`src/rtl/pll_lock_pkg.sv`:
```
// Package: shared mode codes, status bit positions and the detect-enable rule
// for the lock tracker. Assumes a 3-bit mode code.
package pll_lock_pkg;

    typedef enum logic [2:0] {
        MODE_FLL_INT     = 3'd0,
        MODE_FLL_EXT     = 3'd1,
        MODE_FLL_BYP_INT = 3'd2,
        MODE_FLL_BYP_EXT = 3'd3,
        MODE_PLL_BYP     = 3'd4,
        MODE_PLL_RUN     = 3'd5,
        MODE_LP_INT      = 3'd6,
        MODE_LP_EXT      = 3'd7
    } op_mode_e;

    localparam int ST_LOL  = 7;
    localparam int ST_LOCK = 6;
    localparam int ST_PSEL = 5;
    localparam int ST_IREF = 4;

    // Detection runs in PLL-driven modes, or when kept on outside low-power bypass.
    function automatic logic detect_active(op_mode_e m, logic keep_on);
        logic pll_mode;
        logic lp_mode;
        pll_mode = (m == MODE_PLL_BYP) || (m == MODE_PLL_RUN);
        lp_mode  = (m == MODE_LP_INT) || (m == MODE_LP_EXT);
        return pll_mode || (keep_on && !lp_mode);
    endfunction

endpackage

```
`src/rtl/lock_qualifier.sv`:
```
// lock_qualifier: counts consecutive in-tolerance samples and declares lock
// after LOCK_CNT of them. Any drop, divider write, stop kill or inactive
// detection clears the count and the lock. Also flags a loss-of-lock event.
// Assumes all inputs are synchronous to clk.
module lock_qualifier #(
    parameter int LOCK_CNT = 16,
    localparam int CNT_W = (LOCK_CNT > 1) ? $clog2(LOCK_CNT) : 1
) (
    input  logic clk,
    input  logic rst_n,
    input  logic in_tol,
    input  logic active,
    input  logic div_wr,
    input  logic stop_kill,
    output logic lock_o,
    output logic lose_o
);

    localparam logic [CNT_W-1:0] LAST = CNT_W'(LOCK_CNT - 1);

    logic [CNT_W-1:0] run_q;
    logic             lock_q;
    logic             kill;

    assign kill = !active || div_wr || stop_kill;

    // Qualification counter and lock register.
    always_ff @(posedge clk) begin
        if (!rst_n) begin
            run_q  <= '0;
            lock_q <= 1'b0;
        end else if (kill || !in_tol) begin
            run_q  <= '0;
            lock_q <= 1'b0;
        end else if (run_q == LAST) begin
            lock_q <= 1'b1;
        end else begin
            run_q <= run_q + 1'b1;
        end
    end

    assign lock_o = lock_q;
    assign lose_o = lock_q && !in_tol && !kill;

    assert_drop_clears_R1: assert property (@(posedge clk) disable iff (!rst_n)
        !in_tol |=> !lock_o);
    assert_rise_needs_tol_R1: assert property (@(posedge clk) disable iff (!rst_n)
        $rose(lock_o) |-> $past(in_tol));
    assert_div_clears_R5: assert property (@(posedge clk) disable iff (!rst_n)
        div_wr |=> !lock_o);
    assert_stop_clears_R6: assert property (@(posedge clk) disable iff (!rst_n)
        stop_kill |=> !lock_o);
    assert_inactive_R7: assert property (@(posedge clk) disable iff (!rst_n)
        !active |=> !lock_o);

endmodule

```
`src/rtl/lol_sticky.sv`:
```
// lol_sticky: sticky loss-of-lock flag. It is set by an event and cleared by a
// write-1 strobe; a set in the same cycle as a clear wins. Assumes
// single-cycle strobes.
module lol_sticky (
    input  logic clk,
    input  logic rst_n,
    input  logic set_i,
    input  logic clr_i,
    output logic flag_o
);

    logic flag_q;

    // Set has priority over clear.
    always_ff @(posedge clk) begin
        if (!rst_n) flag_q <= 1'b0;
        else        flag_q <= set_i || (flag_q && !clr_i);
    end

    assign flag_o = flag_q;

    assert_set_R2: assert property (@(posedge clk) disable iff (!rst_n)
        set_i |=> flag_o);
    assert_hold_R3: assert property (@(posedge clk) disable iff (!rst_n)
        (flag_o && !clr_i) |=> flag_o);
    assert_clear_R3: assert property (@(posedge clk) disable iff (!rst_n)
        (clr_i && !set_i) |=> !flag_o);

endmodule

```
`src/rtl/sel_sync.sv`:
```
// sel_sync: STAGES-deep flop chain that re-times a control bit into the status
// domain. RST_VAL is the reset value of every stage. Assumes the input holds
// long enough to be sampled.
module sel_sync #(
    parameter int   STAGES  = 2,
    parameter logic RST_VAL = 1'b0
) (
    input  logic clk,
    input  logic rst_n,
    input  logic d,
    output logic q
);

    logic [STAGES-1:0] chain_q;

    // Shift the control bit through the chain.
    always_ff @(posedge clk) begin
        if (!rst_n) chain_q <= {STAGES{RST_VAL}};
        else        chain_q <= {chain_q[STAGES-2:0], d};
    end

    assign q = chain_q[STAGES-1];

    // Count edges since reset, only for the lag check below.
    logic [1:0] warm_q;
    always_ff @(posedge clk) begin
        if (!rst_n)              warm_q <= 2'd0;
        else if (warm_q != 2'd2) warm_q <= warm_q + 2'd1;
    end

    generate
        if (STAGES == 2) begin : g_lag_chk
            assert_lag_R9: assert property (@(posedge clk) disable iff (!rst_n)
                (warm_q == 2'd2) |-> (q == $past(d, 2)));
        end
    endgenerate

endmodule

```
`src/rtl/pll_lock_tracker.sv`:
```
// pll_lock_tracker: top level. Decodes the detect enable, qualifies lock,
// keeps the sticky loss-of-lock flag, re-times the select bits and assembles
// the status byte. Assumes all inputs are synchronous to clk.
module pll_lock_tracker
    import pll_lock_pkg::*;
#(
    parameter int LOCK_CNT    = 16,
    parameter int SYNC_STAGES = 2
) (
    input  logic       clk,
    input  logic       rst_n,
    input  logic       in_tol,
    input  logic [2:0] op_mode,
    input  logic       pll_clk_en,
    input  logic       div_wr,
    input  logic       stop_req,
    input  logic       stop_keep,
    input  logic       lol_irq_en,
    input  logic       st_wr,
    input  logic [7:0] st_wdata,
    input  logic       psel_ctl,
    input  logic       iref_ctl,
    output logic [7:0] status,
    output logic       lol_irq,
    output logic       pll_clk_gate
);

    logic active, stop_kill, lock, lose, lol, psel_s, iref_s, clr;

    assign active    = detect_active(op_mode_e'(op_mode), pll_clk_en);
    assign stop_kill = stop_req && !stop_keep;
    assign clr       = st_wr && st_wdata[ST_LOL];

    lock_qualifier #(.LOCK_CNT(LOCK_CNT)) u_qual (
        .clk(clk), .rst_n(rst_n), .in_tol(in_tol), .active(active),
        .div_wr(div_wr), .stop_kill(stop_kill), .lock_o(lock), .lose_o(lose)
    );

    lol_sticky u_lol (
        .clk(clk), .rst_n(rst_n), .set_i(lose), .clr_i(clr), .flag_o(lol)
    );

    sel_sync #(.STAGES(SYNC_STAGES), .RST_VAL(1'b0)) u_psel (
        .clk(clk), .rst_n(rst_n), .d(psel_ctl), .q(psel_s)
    );

    sel_sync #(.STAGES(SYNC_STAGES), .RST_VAL(1'b1)) u_iref (
        .clk(clk), .rst_n(rst_n), .d(iref_ctl), .q(iref_s)
    );

    // Assemble the status byte.
    always_comb begin
        status          = '0;
        status[ST_LOL]  = lol;
        status[ST_LOCK] = lock;
        status[ST_PSEL] = psel_s;
        status[ST_IREF] = iref_s;
    end

    assign lol_irq      = lol && lol_irq_en;
    assign pll_clk_gate = active && lock;

    assert_gate_needs_lock_R8: assert property (@(posedge clk) disable iff (!rst_n)
        pll_clk_gate |-> status[ST_LOCK]);
    assert_irq_flag_R4: assert property (@(posedge clk) disable iff (!rst_n)
        lol_irq |-> (status[ST_LOL] && lol_irq_en));

endmodule

```
`config.mk`:
```
export PLATFORM = sky130hd
export DESIGN_NAME = pll_lock_tracker
export DESIGN_NICKNAME = d
export VERILOG_FILES = /design/src/rtl/pll_lock_pkg.sv /design/src/rtl/lock_qualifier.sv /design/src/rtl/lol_sticky.sv /design/src/rtl/sel_sync.sv /design/src/rtl/pll_lock_tracker.sv
export SDC_FILE = /design/constraint.sdc
export NUM_CORES = 1
export LEC_CHECK = 0
export ABC_AREA = 1
export CAP_MARGIN = 20
export CORE_AREA = 2 2 39 41
export DETAILED_ROUTE_END_ITERATION = 7
export DIE_AREA = 0 0 41 43
export DONT_BUFFER_PORTS = 1
export GPL_ROUTABILITY_DRIVEN = 0
export HOLD_SLACK_MARGIN = 0.02
export SYNTH_ARGS = -nofsm -noshare
export SYNTH_HDL_FRONTEND = slang
export SYNTH_SLANG_ARGS = --single-unit
```
`constraint.sdc`:
```
create_clock -name clk -period 1.9 [get_ports clk]
set_clock_uncertainty 0.05 [all_clocks]
set_input_delay 0.19 -clock clk [delete_from_list [all_inputs] [get_ports clk]]
set_output_delay 0.19 -clock clk [all_outputs]
set_load 0.03 [all_outputs]
```
==> key figures, run 1 <==
Floorplan
  – Site Rows: 14
  – Core ar.: 0.001384 sq mm
  – Starting Density: 35.08%
  – Die area: 0.001763 sq mm
  – Die width: 41 um
  – DIE HEIGHT: 43 um
  – Ports: 32

Hold path
  – Hold Startpoint: st_wdata[7]
  – Worst Hold Endpoint: u_lol.flag_o
  – Hold depth: 3
  – Tightest Hold Check Type: in -> reg

STA
  – Fin. max-slew vios: 0
  – Final-report hold violation count: 0
  – Final setup fails: 0
  – FMAX: 700.5 MHz
  – Hold WS: 0.06193 ns
  – Fin Setup TNS: 0 ns
  – Min cycle time layout: 1.428 ns
  – RSZ-0062 raised after global routing: false
  – Final Cycle Share: 75.14%

Synthesis
  – Most common cell in the netlist: inv_1
  – Synthesized area: 485.5 sq um
  – Post-synth top flop: dfxtp_1
  – Synth cell count leaders: 13 x inv_1, 10 x dfxtp_1, 10 x nand2_1
  – Area share of the largest cell type after synthesis: 41.24%
  – Post-synth EDFFs: 0
  – Netlist cell types: 16
  – Yosys synthesis warning count: 0
  – Post-synthesis sequential area ratio: 41.24%
  – Mapped Avg Cell Area: 7.469 sq um
  – Synth Register Bits: 10
  – Top post-synthesis cells by area: dfxtp_1 41%, buf_4 12%, inv_1 10%
  – Ys async rst share: 0%
  – Synthesized instance count: 65
  – Yosys top cell by area: dfxtp_1

Setup path
  – R2R depth: 5
  – Required time worst endpoint: 1.66 ns
  – Slowest cell on the critical path: dfxtp_1
  – CP top delay family: flip-flops
  – CP startpoint kind: flop
  – Reg2reg setup slack: 0.75 ns
  – Crit-path max FO: 3
  – Worst r2r dst: u_qual.run_q[0]
  – Reg2reg start: u_qual.run_q[0]
  – Buf/Inv on CP: 2
  – Worst-path cell chain: inv_1 > a21oi_1 > buf_4
  – WS Path Type: reg -> out
  – Nature of the critical path endpoint: output pin
  – WP data arrival: 1.19 ns
  – Crit-path max cell delay: 0.51 ns

Global route
  – First-pass GRT wire length: 1.076 mm
  – Grt ovf: 0
  – Largest net degree at the start of global routing: 7
  – Gr usage total: 9.869%
  – Vias in the first global route: 306
  – Antenna violations before repair: 0

Finish
  – Diode count: 0
  – Number of fill cells in the layout: 149
  – Share of layout cells above drive strength 1: 14.71%
  – Area Growth Syn to Fin: 9.278%
  – Nets@finish: 92
  – Core Util, Final: 38.34%

Power and ir drop
  – Internal Dissipation: 340.0 uW
  – Clock power share: 42.4%
  – Combinational fraction of design power: 6.7%
  – PwrDens: 811.1 mW/mm^2
  – Leakage power: 0.2638 nW
  – Flop pwr share: 50.9%
  – Sw Ratio: 20.99%
  – Psw: 90.31 uW
  – Worst ir drop on vdd: 0.0003365 V

Run
  – Number of max-cap violations: 0

Clock network
  – Number of buffers created by CTS: 3
  – Clock root cell: clkbuf_4
  – Clk buf depth: 2
  – CTS tree: done
  – Clk slew on worst S/H paths: 0.06 ns
  – CTS resizes: 0
  – Clk_lat worst skew: 0.26 ns
  – # H-tree levels: 1
  – Num Clock Sinks: 10

Placement
  – Port Buffers: 0
  – Detail Placement HPWL: 571 um

Route
  – Detailed-route wire length: 739 um
  – Initial drt markers: 2
  – WL per Instance: 8.798 um
  – Vias: 356
  – Via/cell ratio: 4.238
  – Antenna viol nets, final: 0
  – Iteration count of the initial detailed-routing pass: 4
  – Drt drc: 0

Run status
  – Outcome: finished, final reports clean
worst register-to-register path: cells and delay by family, from the launching register on:
| family | cells | cell delay, ns |
|---|---|---|
| buffers and inverters | 1 | 0.05 |
| and+or+nand+nor | 2 | 0.17 |
| adders and majority gates | 1 | 0.25 |
| DFF | 1 | 0.38 |
| xor gates and xnor gates | 1 | 0.16 |
power groups by stage:
stage                     Clock, mW  Sequential [mW]  Combinational, mW
after CTS                     0.195            0.219             0.0291
after detailed placement          0            0.224             0.0236
final                         0.182            0.219             0.0290
after global routing          0.206            0.219             0.0329
after global placement            0            0.224             0.0231
after floorplan                   0            0.220             0.0341
through the flow:
stage,setup WS (ns),std cells,instance area [sq um],power (mW)
final,0.4724,84,530.5,0.4303
after global routing,0.3755,84,530.5,0.4587
after CTS,0.4482,84,530.5,0.4431
after detailed placement,0.7458,77,464.2,0.2474
after global placement,0.7466,77,464.2,0.2468
after floorplan,0.8160,68,496.7,0.2540
worst max path at each step:
stage                   from      endpoint  slack (ns)  depth (start not counted)
3_3_place_gp   u_qual.lock_o  pll_clk_gate        0.75                          3
4_1_cts        u_qual.lock_o  pll_clk_gate        0.45                          3
2_1_floorplan  u_qual.lock_o  pll_clk_gate        0.82                          2
6_report       u_qual.lock_o  pll_clk_gate        0.47                          3
5_1_grt        u_qual.lock_o  pll_clk_gate        0.38                          3
3_5_place_dp   u_qual.lock_o  pll_clk_gate        0.75                          3
kinds of logic (layout without fill, tap and decap cells):
family / Yosys count / count (layout) / share of synthesized area [%]
other: 1 / 4 / 0.7725
AOI/OAI and AO/OA: 6 / 6 / 6.956
DFF: 10 / 10 / 41.24
and+or+nand+nor: 25 / 25 / 24.23
adders and majority gates: 1 / 1 / 2.577
xor gates and xnor gates: 1 / 1 / 1.804
buffers and inverters: 21 / 21 / 22.42
routing by layer:
metal / wire length, um / global-route usage, % / vias up
met4: 4 / 12.00 / 0
met1: 294 / 9.091 / 147
met2: 368 / 15.31 / 17
met3: 71 / 1.571 / 2
met5: 0 / 0 / -
li1: - / - / 190
flip-flops by register name, summed over array words and instances, names as in the netlist:
signal          cells
u_qual.lock_o       1
u_qual.run_q        4
u_lol.flag_o        1
u_iref.chain_q      2
u_psel.chain_q      2
cells in the final DEF, fill, tap and decap left out, types with 2 or more instances in the layout:
cell type      count
inv_1             13
nand2_1           10
dfxtp_1           10
nor2_1             8
conb_1             4
a21oi_1            3
nand3_1            3
clkbuf_4           3
dlygate4sd3_1      3
or2_2              2
final cells by class:
| cell class | instances | area (sq um) | area share [%] |
|---|---|---|---|
| clock buffers | 4 | 36.28 | 6.840 |
| inverters | 13 | 48.80 | 9.198 |
| multi-input cells | 37 | 187.7 | 35.38 |
| flip-flops and latches | 10 | 200.2 | 37.74 |
| well taps | 16 | 20.02 | 3.774 |
| repair buffers | 4 | 37.54 | 7.075 |
what timing repair did:
item	in CTS	in global routing
hold buffers	3	0
buffers inserted	0	0
hold endpoints to repair	4	0
(Power assumes the default switching activity.)
==> inputs of run 2 (changes only) <==
--- a/config.mk
+++ b/config.mk
@@ -5,7 +5,7 @@
 export SDC_FILE = /design/constraint.sdc
 export NUM_CORES = 1
 export LEC_CHECK = 0
-export ABC_AREA = 1
+export ABC_AREA = 0
 export CAP_MARGIN = 20
 export CORE_AREA = 2 2 39 41
 export DETAILED_ROUTE_END_ITERATION = 7
==> constraint.sdc (replaced) <==
create_clock -name clk -period 1.5 [get_ports clk]
set_clock_uncertainty 0.05 [all_clocks]
set_input_delay 0.15 -clock clk [delete_from_list [all_inputs] [get_ports clk]]
set_output_delay 0.15 -clock clk [all_outputs]
set_load 0.03 [all_outputs]
==> key figures, run 2 <==
Synthesis
  – Xor/xnor share of the synthesized area: 1.754% (-0.050 points)
  – Ys async rst share: 0% (unchanged)
  – Top post-synthesis cells by area: dfxtp_1 40%, buf_4 12%, o2111ai_4 5.3%
  – Compound-Gate Fraction of Synth Area: 11.03% (+4.1 points)
  – Main combinational cell family by area after synthesis: simple AND/OR/NAND/NOR gates
  – Area share of the largest cell type after synthesis: 40.10% (-1.1 points)
  – Post-synthesis simple-gate area fraction: 28.32% (+4.1 points)
  – Adder-cell share of the synthesized area: 2.506% (-0.071 points)
  – Netlist cell types: 25 (+9)
  – Mux share of post-synthesis cell area: 2.005% (+2.0 points)
  – Synthesized area: 499.2 sq um (+2.8%)
  – Post-synth top flop: dfxtp_1
  – Synthesized instance count: 52 (-20%)
  – Yosys top cell by area: dfxtp_1
  – Yosys synthesis warning count: 0 (unchanged)
  – Most common cell in the netlist: dfxtp_1
  – Mapped Avg Cell Area: 9.601 sq um (+29%)
  – Post-synthesis sequential area ratio: 40.10% (-1.1 points)
  – Post-synth EDFFs: 0 (unchanged)
  – Synth cell count leaders: 10 x dfxtp_1, 8 x buf_4, 5 x nor2_1
  – Synth Register Bits: 10 (unchanged)

Finish
  – Commonest non-fill, non-tap cell in the layout: dfxtp_1
  – Most frequent cells in the layout: 10 x dfxtp_1, 5 x nor2_1, 5 x dlygate4sd3_1, 4 x conb_1
  – Fin area: 579.3 sq um (+9.2%)
  – Nets@finish: 83 (-9.8%)
  – Share of layout cells above drive strength 1: 23.73% (+9.0 points)
  – Diode count: 0 (unchanged)
  – Most flops, register: u_qual.run_q
  – Largest regs: u_qual.run_q (4), u_iref.chain_q (2), u_psel.chain_q (2)
  – Area Growth Syn to Fin: 16.04%
  – Number of fill cells in the layout: 134 (-10%)
  – Max FFs per register: 4 (unchanged)
  – Non-Filler Instances: 75 (-11%)

Route
  – Detailed-route wire length: 726 um (-1.8%)
  – Iteration count of the initial detailed-routing pass: 2 (-2)
  – Initial drt markers: 6 (+4)
  – Vias: 338 (-5.1%)
  – WL per Instance: 9.680 um (+10%)
  – Via/cell ratio: 4.507 (+6.3%)
  – Drt drc: 0 (unchanged)
  – Antenna viol nets, final: 0 (unchanged)

Floorplan
  – Ports: 32 (unchanged)
  – Site Rows: 14 (unchanged)
  – Starting Density: 36.08% (+0.99 points)
  – Core ar.: 0.001384 sq mm (unchanged)
  – DIE HEIGHT: 43 um (unchanged)
  – Die width: 41 um (unchanged)
  – Die area: 0.001763 sq mm (unchanged)

Setup path
  – Nature of the critical path endpoint: flop
  – WP data arrival: 1.42 ns (+0.23 ns)
  – CP startpoint kind: input pin
  – Required time worst endpoint: 1.61 ns (-0.05 ns)
  – WS Path Type: in -> reg
  – Crit-path max FO: 1 (-2)

Placement
  – Placed Cells: 66 (-14%)
  – Dpl cell area: 493.0 sq um (+6.2%)
  – Detail Placement HPWL: 562.6 um (-1.5%)
  – Port Buffers: 0 (unchanged)
  – Place WS: 0.3303 ns (-0.4155 ns)

Run
  – Number of max-cap violations: 0 (unchanged)

Power and ir drop
  – Psw: 122.7 uW (+36%)
  – Clock power share: 42.0% (-0.4 points)
  – PwrDens: 972.5 mW/mm^2 (+20%)
  – Sw Ratio: 21.78% (+0.79 points)
  – Design Power: 563.3 uW (+31%)
  – Combinational fraction of design power: 8.7% (+2.0 points)
  – Internal Dissipation: 440.7 uW (+30%)
  – Worst ir drop on vdd: 0.0004207 V (+25%)
  – Flop pwr share: 49.2% (-1.7 points)
  – Leakage power: 0.2306 nW (-13%)

Global route
  – Largest net degree at the start of global routing: 7 (unchanged)
  – Grt ovf: 0 (unchanged)
  – First-pass GRT wire length: 1.110 mm (+3.2%)
  – Vias in the first global route: 274 (-10%)
  – Antenna violations before repair: 0 (unchanged)
  – Gr usage total: 10.36% (+0.49 points)

Clock network
  – Clk slew on worst S/H paths: 0.07 ns (about the same)
  – Clk buf depth: 2 (unchanged)
  – # H-tree levels: 1 (unchanged)
  – CTS tree: done
  – Number of buffers created by CTS: 3 (unchanged)
  – Clk_lat worst skew: 0.26 ns (about the same)
  – Num Clock Sinks: 10 (unchanged)
  – Clock root cell: clkbuf_4

STA
  – Final-report hold violation count: 0 (unchanged)
  – Final Cycle Share: 87.58%
  – Setup WS post-layout: 0.1863 ns (-0.2860 ns)
  – RSZ-0062 raised after global routing: false
  – FMAX: 761.2 MHz
  – Fin Setup TNS: 0 ns (unchanged)
  – Fin. max-slew vios: 0 (unchanged)
  – Final setup fails: 0 (unchanged)
  – Min cycle time layout: 1.314 ns

Run status
  – Outcome: finished, final reports clean

Hold path
  – Tightest Hold Check Type: in -> reg
==> run 2: cell types whose count changed after synthesis, sizes merged, moves of 3 or more <==
cell and change:
a21oi -3, and2 +4, inv -11, nand2 -9
nor2 -3, or2b +3
==> run 2: cell families (layout without fill, tap and decap cells) <==
family	after synthesis	after routing
flops	10	10
simple gates	22	22
other cells	1	4
fa+ha+maj	1	1
compound gates	6	6
buf+inv	10	14
mux	1	1
xor+xnor	1	1
==> run 2: cell type report <==
| cell class | instances | area, sq um | share of cell area, % |
|---|---|---|---|
| repair buffers | 8 | 72.57 | 12.53 |
| well taps | 16 | 20.02 | 3.456 |
| clock buffers | 4 | 36.28 | 6.263 |
| flip-flops and latches | 10 | 200.2 | 34.56 |
| inverters | 2 | 7.507 | 1.296 |
| multi-input cells | 35 | 242.7 | 41.90 |
==> run 2: power by group through the flow <==
stage	Clock [mW]	Sequential, mW	Combinational [mW]
6_report	0.237	0.277	0.0491
5_1_grt	0.259	0.278	0.0532
4_1_cts	0.248	0.277	0.0495
3_5_place_dp	0	0.283	0.0380
3_3_place_gp	0	0.283	0.0377
2_1_floorplan	0	0.279	0.0512
==> run 2: what timing repair did <==
| item | in CTS | in global routing |
|---|---|---|
| hold buffers | 5 | 0 |
| hold endpoints to repair | 5 | 0 |
| buffers inserted | 0 | 0 |
| resized for setup | 0 | 0 |
==> run 2: per-stage QoR <==
step,hold slack (ns),util (%)
after floorplan,0.1964,-
after global placement,0.2024,35.62
after detailed placement,0.2009,35.62
after CTS,0.03029,41.86
after global routing,0.04385,41.86
final,0.02964,41.86
==> run 2: final timing paths <==
kind	to	start	slack, ns	cells past startpoint
max	u_iref.chain_q[0]	iref_ctl	0.19	3
min	u_lol.flag_o	st_wdata[7]	0.03	3
max reg2reg	u_qual.run_q[0]	u_qual.run_q[0]	0.32	4
min reg2reg	u_iref.chain_q[1]	u_iref.chain_q[0]	0.36	1
==> run 2: critical path, cell delays in order <==
cell	delay (ns)
dlygate4sd3_1	0.52
or2b_1	0.21
dlygate4sd3_1	0.54
==> run 2: metal layers <==
layer	track usage (%)	up-vias	routed length (um)	part of all wire, %
met5	0	-	0	0
met4	6.000	0	0	0
met3	7.853	0	67	9.2
met2	16.56	14	393	54
met1	8.414	151	265	37
li1	-	173	-	-
==> inputs of run 3 (changes only) <==
--- a/config.mk
+++ b/config.mk
@@ -7,12 +7,15 @@
 export LEC_CHECK = 0
 export ABC_AREA = 0
 export CAP_MARGIN = 20
+export CELL_PAD_IN_SITES_DETAIL_PLACEMENT = 0
+export CELL_PAD_IN_SITES_GLOBAL_PLACEMENT = 1
 export CORE_AREA = 2 2 39 41
 export DETAILED_ROUTE_END_ITERATION = 7
 export DIE_AREA = 0 0 41 43
 export DONT_BUFFER_PORTS = 1
 export GPL_ROUTABILITY_DRIVEN = 0
 export HOLD_SLACK_MARGIN = 0.02
+export PLACE_DENSITY_LB_ADDON = 0.1
 export SYNTH_ARGS = -nofsm -noshare
 export SYNTH_HDL_FRONTEND = slang
 export SYNTH_SLANG_ARGS = --single-unit
==> key figures, run 3 (synthesis results as in run 2) <==
Run status
  – Outcome: finished, final reports clean

Power and ir drop
  – Worst ir drop on vdd: 0.0006438 V (+53%)
  – PwrDens: 989.4 mW/mm^2 (+1.7%)
  – Leakage power: 0.2264 nW (-1.8%)

Route
  – Iteration count of the initial detailed-routing pass: 3 (+1)
  – Drt drc: 0 (unchanged)
  – DR WL met2: 446 um (+13%)
  – M1 WL: 297 um (+12%)
  – Vias: 339 (+0.30%)
  – Detailed-route wire length: 804 um (+11%)
  – Antenna viol nets, final: 0 (unchanged)
  – Initial drt markers: 3 (-3)
  – WL per Instance: 10.86 um (+12%)
  – Via/cell ratio: 4.581 (+1.7%)
  – Top Metal Used: met4
  – DR WL met3: 50 um (-25%)

Finish
  – Fin area: 569.3 sq um (-1.7%)
  – Commonest non-fill, non-tap cell in the layout: dfxtp_1
  – Share of layout cells above drive strength 1: 24.14% (+0.41 points)
  – Largest regs: u_qual.run_q (4), u_iref.chain_q (2), u_psel.chain_q (2)
  – Most frequent cells in the layout: 10 x dfxtp_1, 5 x nor2_1, 4 x conb_1, 4 x dlygate4sd3_1
  – Core Util, Final: 41.14% (-0.72 points)
  – Nets@finish: 82 (-1.2%)
  – Most flops, register: u_qual.run_q
  – Max FFs per register: 4 (unchanged)
  – Diode count: 0 (unchanged)
  – Area Growth Syn to Fin: 14.04%

Run
  – Number of max-cap violations: 0 (unchanged)

Floorplan
  – Die width: 41 um (unchanged)
  – Core ar.: 0.001384 sq mm (unchanged)
  – DIE HEIGHT: 43 um (unchanged)
  – Ports: 32 (unchanged)
  – Starting Density: 36.08% (unchanged)
  – Die area: 0.001763 sq mm (unchanged)
  – Site Rows: 14 (unchanged)

Clock network
  – # H-tree levels: 1 (unchanged)
  – Clock root cell: clkbuf_4
  – Post-CTS setup buffers: 0 (unchanged)
  – Clk buf depth: 2 (unchanged)
  – CTS tree: done
  – Num Clock Sinks: 10 (unchanged)
  – Clk_lat worst skew: 0.26 ns (about the same)
  – Clk slew on worst S/H paths: 0.06 ns (about the same)
  – Number of buffers created by CTS: 3 (unchanged)
  – CTS resizes: 0 (unchanged)

STA
  – RSZ-0062 raised after global routing: false
  – Final setup fails: 0 (unchanged)
  – Fin. max-slew vios: 0 (unchanged)
  – FMAX: 748.1 MHz (-1.7%)
  – Fin Setup TNS: 0 ns (unchanged)
  – Final-report hold violation count: 0 (unchanged)
  – Final Cycle Share: 89.11% (+1.5 points)
  – Min cycle time layout: 1.337 ns (+0.02298 ns)

Setup path
  – WP data arrival: 1.44 ns (+0.02 ns)
  – Nature of the critical path endpoint: flop
  – CP startpoint kind: input pin
  – Required time worst endpoint: 1.60 ns (about the same)
  – R2R depth: 4 (unchanged)
  – WS Path Type: in -> reg
  – Crit-path max FO: 1 (unchanged)

Global route
  – Largest net degree at the start of global routing: 7 (unchanged)
  – Antenna violations before repair: 0 (unchanged)
  – First-pass GRT wire length: 1.235 mm (+11%)
  – Grt ovf: 0 (unchanged)
  – Vias in the first global route: 305 (+11%)
  – Gr usage total: 11.00% (+0.64 points)

Placement
  – Dpl cell area: 493.0 sq um (unchanged)
  – Detail Placement HPWL: 630.1 um (+12%)
  – Port Buffers: 0 (unchanged)

Hold path
  – Tightest Hold Check Type: in -> reg
  – Hold depth: 2 (-1)
==> run 3: per-stage QoR <==
| step | instances | hold slack [ns] | setup WS, ns | power, mW |
|---|---|---|---|---|
| finish | 74 | 0.02887 | 0.1634 | 0.5633 |
| global route | 74 | 0.03210 | 0.1538 | 0.5901 |
| CTS | 74 | 0.02069 | 0.1732 | 0.5731 |
| detailed placement | 66 | 0.1999 | 0.2943 | 0.3217 |
| global placement | 66 | 0.1982 | 0.3347 | 0.3207 |
| floorplan | 55 | 0.1964 | 0.4091 | 0.3298 |
==> run 3: final cells by class <==
| cell class | instances | area, sq um |
|---|---|---|
| fillers | 143 | 814.5 |
| multi-input cells | 35 | 242.7 |
| flip-flops and latches | 10 | 200.2 |
| repair buffers | 7 | 62.56 |
| clock buffers | 4 | 36.28 |
| well taps | 16 | 20.02 |
| inverters | 2 | 7.507 |
==> run 3: metal layers <==
metal  vias up  GRT usage, %
li1        172             -
met1       153         8.824
met2        12         18.13
met3         2         6.283
met4         0         8.000
met5         -             0
==> run 3: what timing repair did <==
item,4_1_cts,5_1_grt
hold buffers,4,0
hold endpoints to repair,5,0
endpoints found under the setup margin,0,0
==> run 3: path summary, 6_finish.rpt <==
path | end | startpoint | slack (ns)
min | u_lol.flag_o | in_tol | 0.03
max | u_iref.chain_q[0] | iref_ctl | 0.16
max reg2reg | u_qual.run_q[1] | u_qual.run_q[0] | 0.30
min reg2reg | u_iref.chain_q[1] | u_iref.chain_q[0] | 0.36
==> run 3: power by group <==
part	switching, mW	leakage (nW)	total [mW]	internal (mW)
logic	0.0270	0.124	0.0476	0.0206
registers	0.00632	0.0815	0.277	0.271
clock network	0.0909	0.0210	0.238	0.147
==> run 3: worst max-delay path, stage by stage <==
cell and delay (ns):
dlygate4sd3_1 0.53, or2b_1 0.21, dlygate4sd3_1 0.54
